**config.mk**
```make
export PLATFORM = sky130hd
export DESIGN_NAME = port_mail_decoder
export DESIGN_NICKNAME = d
export VERILOG_FILES = /design/src/rtl/port_mail_pkg.sv /design/src/rtl/port_access_ctrl.sv /design/src/rtl/port_mail_datapath.sv /design/src/rtl/port_mail_decoder.sv
export SDC_FILE = /design/constraint.sdc
export NUM_CORES = 1
export LEC_CHECK = 0
export BUFFER_PORTS_ARGS = -buffer_cell sky130_fd_sc_hd__buf_4
export CAP_MARGIN = 0
export CORE_MARGIN = 8
export CORE_UTILIZATION = 39
export CTS_CLUSTER_DIAMETER = 120
export DETAILED_ROUTE_END_ITERATION = 7
export PLACE_DENSITY = 0.84
export SLEW_MARGIN = 10
export SYNTH_ARGS = -nofsm -noshare
export SYNTH_HDL_FRONTEND = slang
export SYNTH_SLANG_ARGS = --single-unit
```
**constraint.sdc**
```tcl
create_clock -name clk -period 1.7 [get_ports clk]
set_input_delay 0 -clock clk [delete_from_list [all_inputs] [get_ports clk]]
set_output_delay 0 -clock clk [all_outputs]
set_load 0.05 [all_outputs]
```
**src/rtl/port_mail_pkg.sv**
```systemverilog
package port_mail_pkg;
  localparam int WORD_W = 36;

  typedef struct packed {
    logic fifoWr;
    logic fifoRd;
    logic mailWr;
    logic mailRd;
    logic busIn;
    logic busOut;
    logic showInbox;
  } portStrobes_t;
endpackage

```
**src/rtl/port_access_ctrl.sv**
```systemverilog
module port_access_ctrl
  import port_mail_pkg::*;
(
  input  logic         csN,
  input  logic         wrSel,
  input  logic         en,
  input  logic         mbSel,
  output portStrobes_t stb
);
  logic selected;
  logic active;

  always_comb begin
    selected      = ~csN;
    active        = selected & en;
    stb.busIn     = selected & wrSel;
    stb.busOut    = selected & ~wrSel;
    stb.fifoWr    = active & wrSel & ~mbSel;
    stb.mailWr    = active & wrSel & mbSel;
    stb.fifoRd    = active & ~wrSel & ~mbSel;
    stb.mailRd    = active & ~wrSel & mbSel;
    stb.showInbox = selected & ~wrSel & mbSel;
  end
endmodule

```
**src/rtl/port_mail_datapath.sv**
```systemverilog
module port_mail_datapath
  import port_mail_pkg::*;
#(
  parameter int DW = WORD_W
) (
  input  logic          clk,
  input  logic          rstN,
  input  portStrobes_t  stb,
  input  logic          peerMailRead,
  input  logic [DW-1:0] dataIn,
  input  logic [DW-1:0] fifoOutData,
  input  logic [DW-1:0] inboxData,
  output logic [DW-1:0] dataOut,
  output logic [DW-1:0] mailboxOut,
  output logic          mailFullN
);
  logic [DW-1:0] mailReg;
  logic          fullNReg;

  always_ff @(posedge clk or negedge rstN) begin
    if (!rstN) begin
      mailReg  <= '0;
      fullNReg <= 1'b1;
    end else begin
      if (stb.mailWr) begin
        mailReg  <= dataIn;
        fullNReg <= 1'b0;
      end else if (peerMailRead) begin
        fullNReg <= 1'b1;
      end
    end
  end

  assign dataOut    = stb.showInbox ? inboxData : fifoOutData;
  assign mailboxOut = mailReg;
  assign mailFullN  = fullNReg;
endmodule

```
**src/rtl/port_mail_decoder.sv**
```systemverilog
module port_mail_decoder
  import port_mail_pkg::*;
#(
  parameter int DW = WORD_W
) (
  input  logic          clk,
  input  logic          rstN,
  input  logic          csN,
  input  logic          wrSel,
  input  logic          en,
  input  logic          mbSel,
  input  logic [DW-1:0] dataIn,
  input  logic [DW-1:0] fifoOutData,
  input  logic [DW-1:0] inboxData,
  input  logic          peerMailRead,
  output logic          fifoWrStb,
  output logic          fifoRdStb,
  output logic          mailWrStb,
  output logic          mailRdStb,
  output logic          busInEn,
  output logic          busOutEn,
  output logic [DW-1:0] dataOut,
  output logic [DW-1:0] mailboxOut,
  output logic          mailFullN
);
  portStrobes_t stb;

  port_access_ctrl u_ctrl (
    .csN  (csN),
    .wrSel(wrSel),
    .en   (en),
    .mbSel(mbSel),
    .stb  (stb)
  );

  port_mail_datapath #(.DW(DW)) u_dp (
    .clk         (clk),
    .rstN        (rstN),
    .stb         (stb),
    .peerMailRead(peerMailRead),
    .dataIn      (dataIn),
    .fifoOutData (fifoOutData),
    .inboxData   (inboxData),
    .dataOut     (dataOut),
    .mailboxOut  (mailboxOut),
    .mailFullN   (mailFullN)
  );

  assign fifoWrStb = stb.fifoWr;
  assign fifoRdStb = stb.fifoRd;
  assign mailWrStb = stb.mailWr;
  assign mailRdStb = stb.mailRd;
  assign busInEn   = stb.busIn;
  assign busOutEn  = stb.busOut;
endmodule

```
==> results of run 1 <==
## stage by stage
| stage | worst slack (ps) | instance area [sq um] | power [uW] |
|---|---|---|---|
| after global placement | 509 | 3450 | 3120 |
| after detailed placement | 489 | 3450 | 3170 |
| after floorplan | 43.1 | 1950 | 2430 |
| after global routing | 441 | 3950 | 4170 |
| final | 476 | 3950 | 4020 |
| after CTS | 486 | 3950 | 4030 |
## layout make-up
class | count | area [sq um] | share of cell area, %
Clock buffer | 7 | 86.3 | 2.19
Clock inverter | 1 | 30.0 | 0.761
Inverter | 1 | 3.75 | 0.0951
Multi-Input combinational cell | 80 | 946 | 24.0
Sequential cell | 37 | 927 | 23.5
Tap cell | 67 | 83.8 | 2.12
Timing Repair Buffer | 233 | 1870 | 47.4
## state kept, by name (all words and copies together) (netlist names)
name             count
u_dp.mailFullN       1
u_dp.mailboxOut     36
## metal layers
| metal | wire length, um | GRT usage, % |
|---|---|---|
| met5 | 0 | 0 |
| met3 | 832 | 11.5 |
| met1 | 2920 | 21.8 |
| met4 | 104 | 6.26 |
| met2 | 5410 | 46.5 |
## Yosys cell counts
library cell  number  area (sq um)
nor4b_1            1          8.76
buf_6              6          67.6
nand4b_1           1          8.76
nor4bb_1           2          20.0
inv_1              1          3.75
dfrtp_1           36           901
nor3b_1            1          7.51
o21a_1             1          7.51
nor2b_1            1          6.26
buf_4              1          7.51
mux2_2            54           608
mux2_4            18           270
nor2_1             1          3.75
buf_2              1          5.00
dfstp_2            1          26.3
## where the power goes
part | total (uW) | switching (uW) | internal [uW]
combinational | 2050 | 1250 | 803
clock | 784 | 306 | 478
sequential | 1180 | 111 | 1070
total | 4020 | 1670 | 2350
## logic make-up (layout without fill, tap and decap cells)
group | Yosys count | in the layout | share of synthesized area, %
compound gates | 1 | 1 | 0.385
buf+inv | 9 | 242 | 4.29
flops | 37 | 37 | 47.5
mux | 72 | 72 | 45.0
simple gates | 7 | 7 | 2.82
## worst min-delay path by stage
stage          cells after the start  from                   to  slack [ps]
6_report                           2  rstN  u_dp.mailboxOut[32]         240
3_5_place_dp                       1  rstN  u_dp.mailboxOut[13]         -10
2_1_floorplan                      0  rstN   u_dp.mailboxOut[0]        -300
3_3_place_gp                       1  rstN  u_dp.mailboxOut[11]         -20
4_1_cts                            2  rstN  u_dp.mailboxOut[13]         220
5_1_grt                            2  rstN  u_dp.mailboxOut[32]         290
## timing repair
item,in CTS,in global routing
hold buffers,38,0
endpoints found under the hold margin,73,0
endpoints found under the setup margin,0,0
setup buffers,0,0
==> impl_metrics.tcl, run 1 <==
set metrics [dict create \
    status "completed" \
    synth-seq-area-share_pct 47.5 \
    cellPowerDensity_mw_per_mm2 1020 \
    drc 0 \
    cts_tree "done" \
    max-slew-margin-rel_pct 69.1 \
    dr_total_vias 1937 \
    dp_cells 380 \
    r2r_slack_ps 900 \
    path_depth 5 \
    clock_skew_ps 0 \
    cp.required_ps 1700 \
    cp_top_family "buffers and inverters" \
    die_x_um 86.7 \
    clk_path_buf_depth 2 \
    period_needed_ps 1220 \
    crit_chain "buf_4 -> nor3b_2 -> buf_12 -> mux2_2 -> buf_4" \
    fp.dieH_um 86.7 \
    path_common_cell "buf_4" \
    routed_via_density 4.55 \
    nNetsFinal 473 \
    initial_core_util_pct 40.8 \
    timing.rr.start "u_dp.mailboxOut[0]" \
    fin_setup_tns_ps 0 \
    path_clk_slew_ps 70 \
    cts_root_buf "clkbuf_8" \
    layout.cells.non_filler 426 \
    setup_viol 0 \
    synth_fp_nets 241 \
    ys_types 15 \
    drive_gt1_share_pct 76.9 \
    power_leakage_uw 0.00202 \
    dp_hpwl_um 6950 \
    tightest_slew_ps 463 \
    detail-route-antenna-nets 0 \
    grt_pass1_wl_um 13400 \
    syn_inst 126 \
    fin_util_pct 82.5 \
    cpPeakStageDelay_ps 370 \
    slowest_stage "mux2_2" \
    crit_start "csN" \
    wl_per_cell_um 21.8 \
    final_common_cell "buf_4" \
    grt_pass1_vias 2278 \
    synthToLayoutAreaGrowth_pct 102 \
    hold_viol 0 \
    die-area_sq_mm 0.00752 \
    clock_latency_ps 290 \
    r2r_cells 1 \
    cp_num_buf_inv 3 \
    place.gp.congestion 0.831 \
    wirelength_um 9270 \
    clock_sinks 37 \
    overflow 0 \
    grt_max_degree 39 \
    crit_arrival_ps 1220 \
    portBuffers 193 \
    fmax_ghz 0.817 \
    critPathCapture "dataOut[28]" \
    first_pass_iters 4 \
    drt-initial-drc-count 57 \
    rows 25 \
    vdd.ir_drop.worst_mv 1.06 \
    grt_usage_pct 24.2 \
    hold_slack_ps 241 \
    worst_setup_path_start_kind "input pin" \
    rsz0062_at_grt "false" \
    antenna_cells 0 \
    syn-cell-area_sq_mm 0.00195 \
    ys_warn_count 0 \
    numCtsBuffers 5 \
    worstSetupPathType "input pin to output port" \
    crit_path_max_fanout 36 \
    r2r_end "u_dp.mailboxOut[0]" \
    hp-class "input pin to asynchronous set/reset pin" \
    boundaryPins 194 \
    core_area_sq_mm 0.00479 \
    post_cts_resized 0 \
    cts-htree-levels 2 \
    cp-end-kind "output port" \
    period_share_pct 72.0 \
    drv_cap 0 \
    n_fill_cell 307 \
    avgSynthCellArea_sq_um 15.5 \
    slew_violations 0 \
    synth-seq-cells 37 \
    antenna_found_initial 0 \
    layout_common_cells "buf_4 (193), mux2_2 (54), dlygate4sd3_1 (38), dfrtp_1 (36), mux2_4 (18)" \
]
Note: power is estimated with default switching activity, not from simulation.
==> inputs of run 2 (changes only) <==
--- a/config.mk
+++ b/config.mk
@@ -5,13 +5,14 @@
 export SDC_FILE = /design/constraint.sdc
 export NUM_CORES = 1
 export LEC_CHECK = 0
+export ABC_AREA = 1
 export BUFFER_PORTS_ARGS = -buffer_cell sky130_fd_sc_hd__buf_4
 export CAP_MARGIN = 0
 export CORE_MARGIN = 8
-export CORE_UTILIZATION = 39
+export CORE_UTILIZATION = 37
 export CTS_CLUSTER_DIAMETER = 120
 export DETAILED_ROUTE_END_ITERATION = 7
-export PLACE_DENSITY = 0.84
+export PLACE_DENSITY = 0.78
 export SLEW_MARGIN = 10
 export SYNTH_ARGS = -nofsm -noshare
 export SYNTH_HDL_FRONTEND = slang
==> constraint.sdc (replaced) <==
create_clock -name clk -period 1.2 [get_ports clk]
set_input_delay 0 -clock clk [delete_from_list [all_inputs] [get_ports clk]]
set_output_delay 0 -clock clk [all_outputs]
set_load 0.05 [all_outputs]
==> impl_metrics.tcl, run 2 <==
set metrics [dict create \
    status "completed" \
    clock_sinks 37 \
    cts_root_buf "clkbuf_8" \
    synth-seq-area-share_pct 43.8 \
    ys_types 17 \
    yosysTopAreaCell "dfrtp_1" \
    r2r_end "u_dp.mailFullN" \
    routed_via_density 4.95 \
    synth-edff-count 0 \
    final_common_cell "buf_4" \
    core_area_sq_mm 0.00551 \
    drive_gt1_share_pct 41.7 \
    wl_per_cell_um 16.8 \
    setup_viol 0 \
    place.gp.congestion 0.880 \
    synth_common_cells "nand2_1 (146), nand4_1 (37), dfrtp_1 (36), nand3_1 (36), buf_2 (15)" \
    grt_pass1_vias 2931 \
    syn-cell-area_sq_mm 0.00211 \
    detail-route-antenna-nets 0 \
    ys_warn_count 0 \
    rows 27 \
    synthToLayoutAreaGrowth_pct 94.1 \
    rsz0062_at_grt "false" \
    drc 0 \
    synth.area.top_cells "dfrtp_1 (43%), nand2_1 (26%), nand4_1 (11%), nand3_1 (8.5%), buf_2 (3.6%)" \
    slowest_stage "dfstp_2" \
    r2r_slack_ps 490 \
    tightest_slew_ps 462 \
    avgSynthCellArea_sq_um 7.17 \
    whs_endpoint "u_dp.mailboxOut[22]" \
    wirelength_um 9920 \
    initial_core_util_pct 38.4 \
    async_flop_share_pct 100 \
    portBuffers 193 \
    die-area_sq_mm 0.00839 \
    syn_inst 295 \
    grt_pass1_wl_um 15500 \
    cp-end-kind "output port" \
    total_power_uw 5400 \
    grt_usage_pct 22.7 \
    drv_cap 0 \
    max-slew-margin-rel_pct 69.2 \
    r2r_cells 2 \
    synth_ff_type "dfrtp_1" \
    hp-class "input pin to register" \
    power_leakage_uw 0.00233 \
    period_needed_ps 999 \
    first_pass_iters 4 \
    fp.dieH_um 91.6 \
    dp_hpwl_um 7080 \
    path_clk_slew_ps 70 \
    fin_setup_tns_ps 0 \
    worst_setup_path_start_kind "register" \
    synth_fp_nets 410 \
    cp_num_buf_inv 1 \
    overflow 0 \
    cts_tree "done" \
    grt_max_degree 39 \
    synth_top_area_share_pct 42.6 \
    boundaryPins 194 \
    period_share_pct 83.2 \
    clock_skew_ps 0 \
    crit_path_max_fanout 2 \
    dr_total_vias 2928 \
    cts-htree-levels 2 \
    fmax_ghz 1.00 \
    worstHoldPathCells 3 \
    synth-seq-cells 37 \
    numCtsBuffers 5 \
    nNetsFinal 632 \
    largest_reg_flops 36 \
    hold_viol 0 \
    layout_common_cells "buf_4 (200), nand2_1 (146), dlygate4sd3_1 (38), nand4_1 (37)" \
    clk_path_buf_depth 2 \
    slew_violations 0 \
    layout.cells.non_filler 592 \
    clock_latency_ps 280 \
    die_x_um 91.6 \
    cpPeakStageDelay_ps 530 \
    timing.rr.start "u_dp.mailFullN" \
    cp.required_ps 1200 \
    post_cts_buffers 0 \
    crit_chain "buf_4" \
    path_depth 1 \
    worstSetupPathType "register to output port" \
    cp_top_family "flip-flops" \
    vdd.ir_drop.worst_mv 1.10 \
    cellPowerDensity_mw_per_mm2 1310 \
    synth.most_common_cell "nand2_1" \
    drt-initial-drc-count 169 \
    crit_arrival_ps 1000 \
    dp_cells 544 \
    antenna_found_initial 1 \
    min-delay-start "wrSel" \
]
run 2: timing repair:
action	CTS	global route
resized for setup	0	0
hold endpoints to repair	73	0
hold buffers	38	0
run 2: cell families (layout without fill, tap and decap cells):
kind of cell / after synthesis / after routing / share of synthesized area [%]
buffers and inverters: 31 / 254 / 8.70
DFF: 37 / 37 / 43.8
and+or+nand+nor: 226 / 226 / 47.2
AOI/OAI and AO/OA: 1 / 1 / 0.236
other: 0 / 2 / 0
run 2: cell type report:
| class | instances | area [sq um] |
|---|---|---|
| fill | 409 | 1400 |
| tap | 72 | 90.1 |
| clock buffer | 7 | 86.3 |
| inverter | 5 | 18.8 |
| multi-input combinational | 227 | 1010 |
| clock inverter | 1 | 30.0 |
| antenna | 2 | 5.00 |
| sequential | 37 | 927 |
| timing repair buffer | 241 | 1940 |
run 2: per-stage QoR:
| step | instance area (sq um) | utilization (%) | hold slack [ps] | worst slack, ps |
|---|---|---|---|---|
| after floorplan | 2120 | - | -296 | 116 |
| after global placement | 3600 | 65.4 | -11.4 | 257 |
| after detailed placement | 3600 | 65.4 | -9.98 | 240 |
| after CTS | 4100 | 74.5 | 16.2 | 194 |
| after global routing | 4100 | 74.5 | 28.9 | 132 |
| final | 4110 | 74.6 | 17.5 | 201 |
run 2: power by group:
| part | total (uW) | internal (uW) | switching, uW |
|---|---|---|---|
| registers | 1610 | 1480 | 137 |
| logic | 2670 | 909 | 1760 |
| clock network | 1110 | 678 | 435 |
| total | 5400 | 3060 | 2330 |
run 2: worst max-delay path by stage:
stage,slack (ps),end,startpoint
after floorplan,120,fifoWrStb,en
after global placement,260,dataOut[14],csN
after detailed placement,240,dataOut[12],csN
after CTS,190,mailFullN,u_dp.mailFullN
after global routing,130,dataOut[34],csN
final,200,mailFullN,u_dp.mailFullN
run 2: per-layer routing:
metal | routed length [um] | vias up | share of wire, % | global-route usage (%)
met4 | 191 | 0 | 1.9 | 7.64
met2 | 4910 | 170 | 49 | 38.8
met5 | 0 | - | 0 | 0
met1 | 3730 | 1325 | 38 | 25.1
met3 | 1100 | 15 | 11 | 8.97
li1 | - | 1418 | - | -
==> inputs of run 3 (changes only) <==
--- a/config.mk
+++ b/config.mk
@@ -9,10 +9,10 @@
 export BUFFER_PORTS_ARGS = -buffer_cell sky130_fd_sc_hd__buf_4
 export CAP_MARGIN = 0
 export CORE_MARGIN = 8
-export CORE_UTILIZATION = 37
+export CORE_UTILIZATION = 34
 export CTS_CLUSTER_DIAMETER = 120
 export DETAILED_ROUTE_END_ITERATION = 7
-export PLACE_DENSITY = 0.78
+export PLACE_DENSITY = 0.76
 export SLEW_MARGIN = 10
 export SYNTH_ARGS = -nofsm -noshare
 export SYNTH_HDL_FRONTEND = slang
==> constraint.sdc (replaced) <==
create_clock -name clk -period 0.8 [get_ports clk]
set_input_delay 0 -clock clk [delete_from_list [all_inputs] [get_ports clk]]
set_output_delay 0 -clock clk [all_outputs]
set_load 0.05 [all_outputs]
==> impl_metrics.tcl, run 3 <==
set metrics [dict create \
    status "did not finish" \
    lastStage "global routing (5_1_grt)" \
    error_line "[ERROR DPL-0033] detailed placement checks failed during check placement." \
    synth_fp_nets 410 \
    avgSynthCellArea_sq_um 7.17 \
    ys_types 17 \
    synth_top_family_by_area "simple AND/OR/NAND/NOR gates" \
    clk_path_buf_depth 2 \
    boundaryPins 194 \
    synth_common_cells "nand2_1 (146), nand4_1 (37), dfrtp_1 (36), nand3_1 (36), buf_2 (15)" \
    synth-compound-area-share_pct 0.237 \
    dp_cells 553 \
    synth-seq-area-share_pct 43.8 \
    place.gp.congestion 0.914 \
    synth-seq-cells 37 \
    synth-simple-area-share_pct 47.2 \
    worst_path_end_type "top-level output" \
    synth.area.top_cells "dfrtp_1 (43%), nand2_1 (26%), nand4_1 (11%), nand3_1 (8.5%), buf_2 (3.6%)" \
    synthAdderAreaFrac_pct 0 \
    ys_warn_count 0 \
    synth_mux_area_share_pct 0 \
    synth-edff-count 0 \
    clock_sinks 37 \
    grt_max_degree 39 \
    syn-cell-area_sq_mm 0.00211 \
    async_flop_share_pct 100 \
    antenna_found_initial 0 \
    timing.grt.repair.worst_endpoint "dataOut[26]" \
    portBuffers 193 \
    synth.most_common_cell "nand2_1" \
    syn_inst 295 \
    numCtsBuffers 5 \
    cts_root_buf "clkbuf_8" \
    fp.dieH_um 94.9 \
    die_x_um 94.9 \
    synth_ff_type "dfrtp_1" \
    cts-htree-levels 2 \
    initial_core_util_pct 35.5 \
    synth_xor_area_share_pct 0 \
    rows 28 \
    yosysTopAreaCell "dfrtp_1" \
    synth_top_area_share_pct 42.6 \
    dp_hpwl_um 7620 \
]
==> run 3: cell counts after synthesis <==
Identical to the previous run, type by type.
==> run 3: logic make-up after synthesis <==
kind of cell,count (synthesis)
compound gates,1
buf+inv,31
flops,37
simple gates,226
==> run 3: timing repair <==
action	in CTS
hold buffers	38
pin swaps	33
resized for setup	208
cloned	12
endpoints found under the hold margin	73
setup buffers	16
setup endpoints to repair	77
==> run 3: per-stage QoR <==
| stage | area [sq um] | worst slack [ps] | util [%] | TNS [ps] | hold slack [ps] |
|---|---|---|---|---|---|
| 3_3_place_gp | 3810 | -116 | 63.9 | -7140 | -13.4 |
| 2_1_floorplan | 2260 | -58.1 | - | -104 | -296 |
| 4_1_cts | 5540 | -216 | 93.0 | -7500 | 209 |
| 3_5_place_dp | 3810 | -132 | 63.9 | -7750 | -5.36 |
==> inputs of run 4 (changes only) <==
--- a/config.mk
+++ b/config.mk
@@ -9,10 +9,9 @@
 export BUFFER_PORTS_ARGS = -buffer_cell sky130_fd_sc_hd__buf_4
 export CAP_MARGIN = 0
 export CORE_MARGIN = 8
-export CORE_UTILIZATION = 34
-export CTS_CLUSTER_DIAMETER = 120
+export CORE_UTILIZATION = 29
 export DETAILED_ROUTE_END_ITERATION = 7
-export PLACE_DENSITY = 0.76
+export PLACE_DENSITY_LB_ADDON = 0.15
 export SLEW_MARGIN = 10
 export SYNTH_ARGS = -nofsm -noshare
 export SYNTH_HDL_FRONTEND = slang
==> constraint.sdc (replaced) <==
create_clock -name clk -period 1 [get_ports clk]
set_input_delay 0 -clock clk [delete_from_list [all_inputs] [get_ports clk]]
set_output_delay 0 -clock clk [all_outputs]
set_load 0.05 [all_outputs]
==> impl_metrics.tcl, run 4 (synthesized netlist as in run 2, its figures left out) <==
set metrics [dict create \
    cellPowerDensity_mw_per_mm2 1480 \
    slowest_stage "dfstp_2" \
    netSwitchingFraction_pct 44.5 \
    clk_path_buf_depth 2 \
    worstSetupPathType "register to output port" \
    cp_num_buf_inv 1 \
    first_pass_iters 4 \
    slew_violations 0 \
    routed_via_density 4.70 \
    boundaryPins 194 \
    rows 31 \
    worst_setup_path_start_kind "register" \
    cts_root_buf "clkbuf_8" \
    grt_pass1_vias 2910 \
    power_leakage_uw 0.00235 \
    cp.required_ps 1000 \
    dpl_cell_area_sq_mm 0.00368 \
    rsz0062_at_grt "true" \
    setup_viol 0 \
    largest_reg_flops 36 \
    detail-route-antenna-nets 0 \
    die_x_um 101 \
    clock_latency_ps 280 \
    crit_chain "buf_8" \
    initial_core_util_pct 29.5 \
    path_clk_slew_ps 70 \
    dpl_worst_slack_ps 29.3 \
    grt_usage_pct 18.5 \
    cts_tree "done" \
    hold_viol 0 \
    cp-end-kind "output port" \
    wl_per_cell_um 16.1 \
    comb_power_share_pct 51.7 \
    drv_cap 0 \
    dr_total_vias 2913 \
    cpPeakStageDelay_ps 550 \
    final_cell_area_sq_mm 0.00420 \
    nNetsFinal 633 \
    final_common_cell "buf_4" \
    min-delay-start "wrSel" \
    clock_sinks 37 \
    period_needed_ps 967 \
    total_power_uw 6220 \
    vdd.ir_drop.worst_mv 0.909 \
    clock_skew_ps 0 \
    numCtsBuffers 5 \
    drt-initial-drc-count 95 \
    overflow 0 \
    timing.final.ws_setup_ps 33.3 \
    n_fill_cell 679 \
    timing.rr.start "u_dp.mailFullN" \
    cts-htree-levels 2 \
    status "completed" \
    grt_pass1_wl_um 15100 \
    tightest_slew_ps 479 \
    portBuffers 193 \
    die-area_sq_mm 0.0103 \
    fmax_ghz 1.03 \
    r2r_cells 2 \
    dp_hpwl_um 7190 \
    drive_gt1_share_pct 42.2 \
    period_share_pct 96.7 \
    synthToLayoutAreaGrowth_pct 98.4 \
    layout_common_cells "buf_4 (196), nand2_1 (146), dlygate4sd3_1 (38), nand4_1 (37)" \
    post_cts_buffers 0 \
    place.gp.congestion 0.899 \
    whs_endpoint "u_dp.mailboxOut[19]" \
    wirelength_um 10000 \
    cp_top_family "flip-flops" \
    crit_path_max_fanout 2 \
    r2r_end "u_dp.mailFullN" \
    hp-class "input pin to register" \
    p_int_uw 3460 \
    hold_slack_ps 216 \
    pwr-share-seq_pct 31.2 \
    fin_setup_tns_ps 0 \
    worstHoldPathCells 4 \
    drc 0 \
    r2r_slack_ps 270 \
    crit_arrival_ps 970 \
    power_frac_clock_pct 17.1 \
    max-slew-margin-rel_pct 68.1 \
    grt_max_degree 39 \
    core_area_sq_mm 0.00718 \
    antenna_found_initial 0 \
    fp.dieH_um 101 \
    power_switching_uw 2770 \
]
==> run 4: area by class of cell <==
class | count | area [sq um] | area share (%)
Antenna cell | 2 | 5.00 | 0.119
Clock buffer | 8 | 90.1 | 2.15
Inverter | 5 | 18.8 | 0.447
Multi-Input combinational cell | 227 | 1020 | 24.3
Sequential cell | 37 | 927 | 22.1
Tap cell | 99 | 124 | 2.95
Timing Repair Buffer | 242 | 2010 | 48.0
==> run 4: metal layers <==
layer	vias up	wire [um]	track usage, %
met5	-	0	0
met4	0	116	5.84
met3	11	1100	6.74
met2	130	5160	33.2
met1	1358	3630	19.7
li1	1414	-	-
==> run 4: how the worst max path moves through the flow <==
stage	start	endpoint	cells after the start
global placement	csN	dataOut[4]	6
detailed placement	csN	dataOut[4]	6
global route	csN	dataOut[2]	7
finish	u_dp.mailFullN	mailFullN	1
floorplan	csN	fifoRdStb	4
CTS	u_dp.mailFullN	mailFullN	1
==> run 4: through the flow <==
stage | util, % | instances
finish | 58.5 | 620
global route | 58.4 | 618
CTS | 57.9 | 617
detailed placement | 51.3 | 571
global placement | 51.3 | 571
floorplan | - | 295
==> run 4: what timing repair did <==
item / CTS / global route
endpoints found under the setup margin: 1 / 2
cloned: 0 / 1
hold endpoints to repair: 73 / 0
hold buffers: 38 / 0
gates resized for setup: 1 / 2
==> run 4: power by group through the flow <==
stage | clock network [uW] | registers, uW | logic (uW)
5_1_grt | 1150 | 1980 | 3390
3_3_place_gp | 0 | 1960 | 3070
4_1_cts | 1110 | 1940 | 3210
6_report | 1060 | 1940 | 3220
3_5_place_dp | 0 | 1950 | 3100
2_1_floorplan | 0 | 2920 | 910
==> run 4: worst register-to-register path, stage by stage (launching register included) <==
cell and delay (ps):
dfstp_2 550, o21ai_0 70, inv_1 60
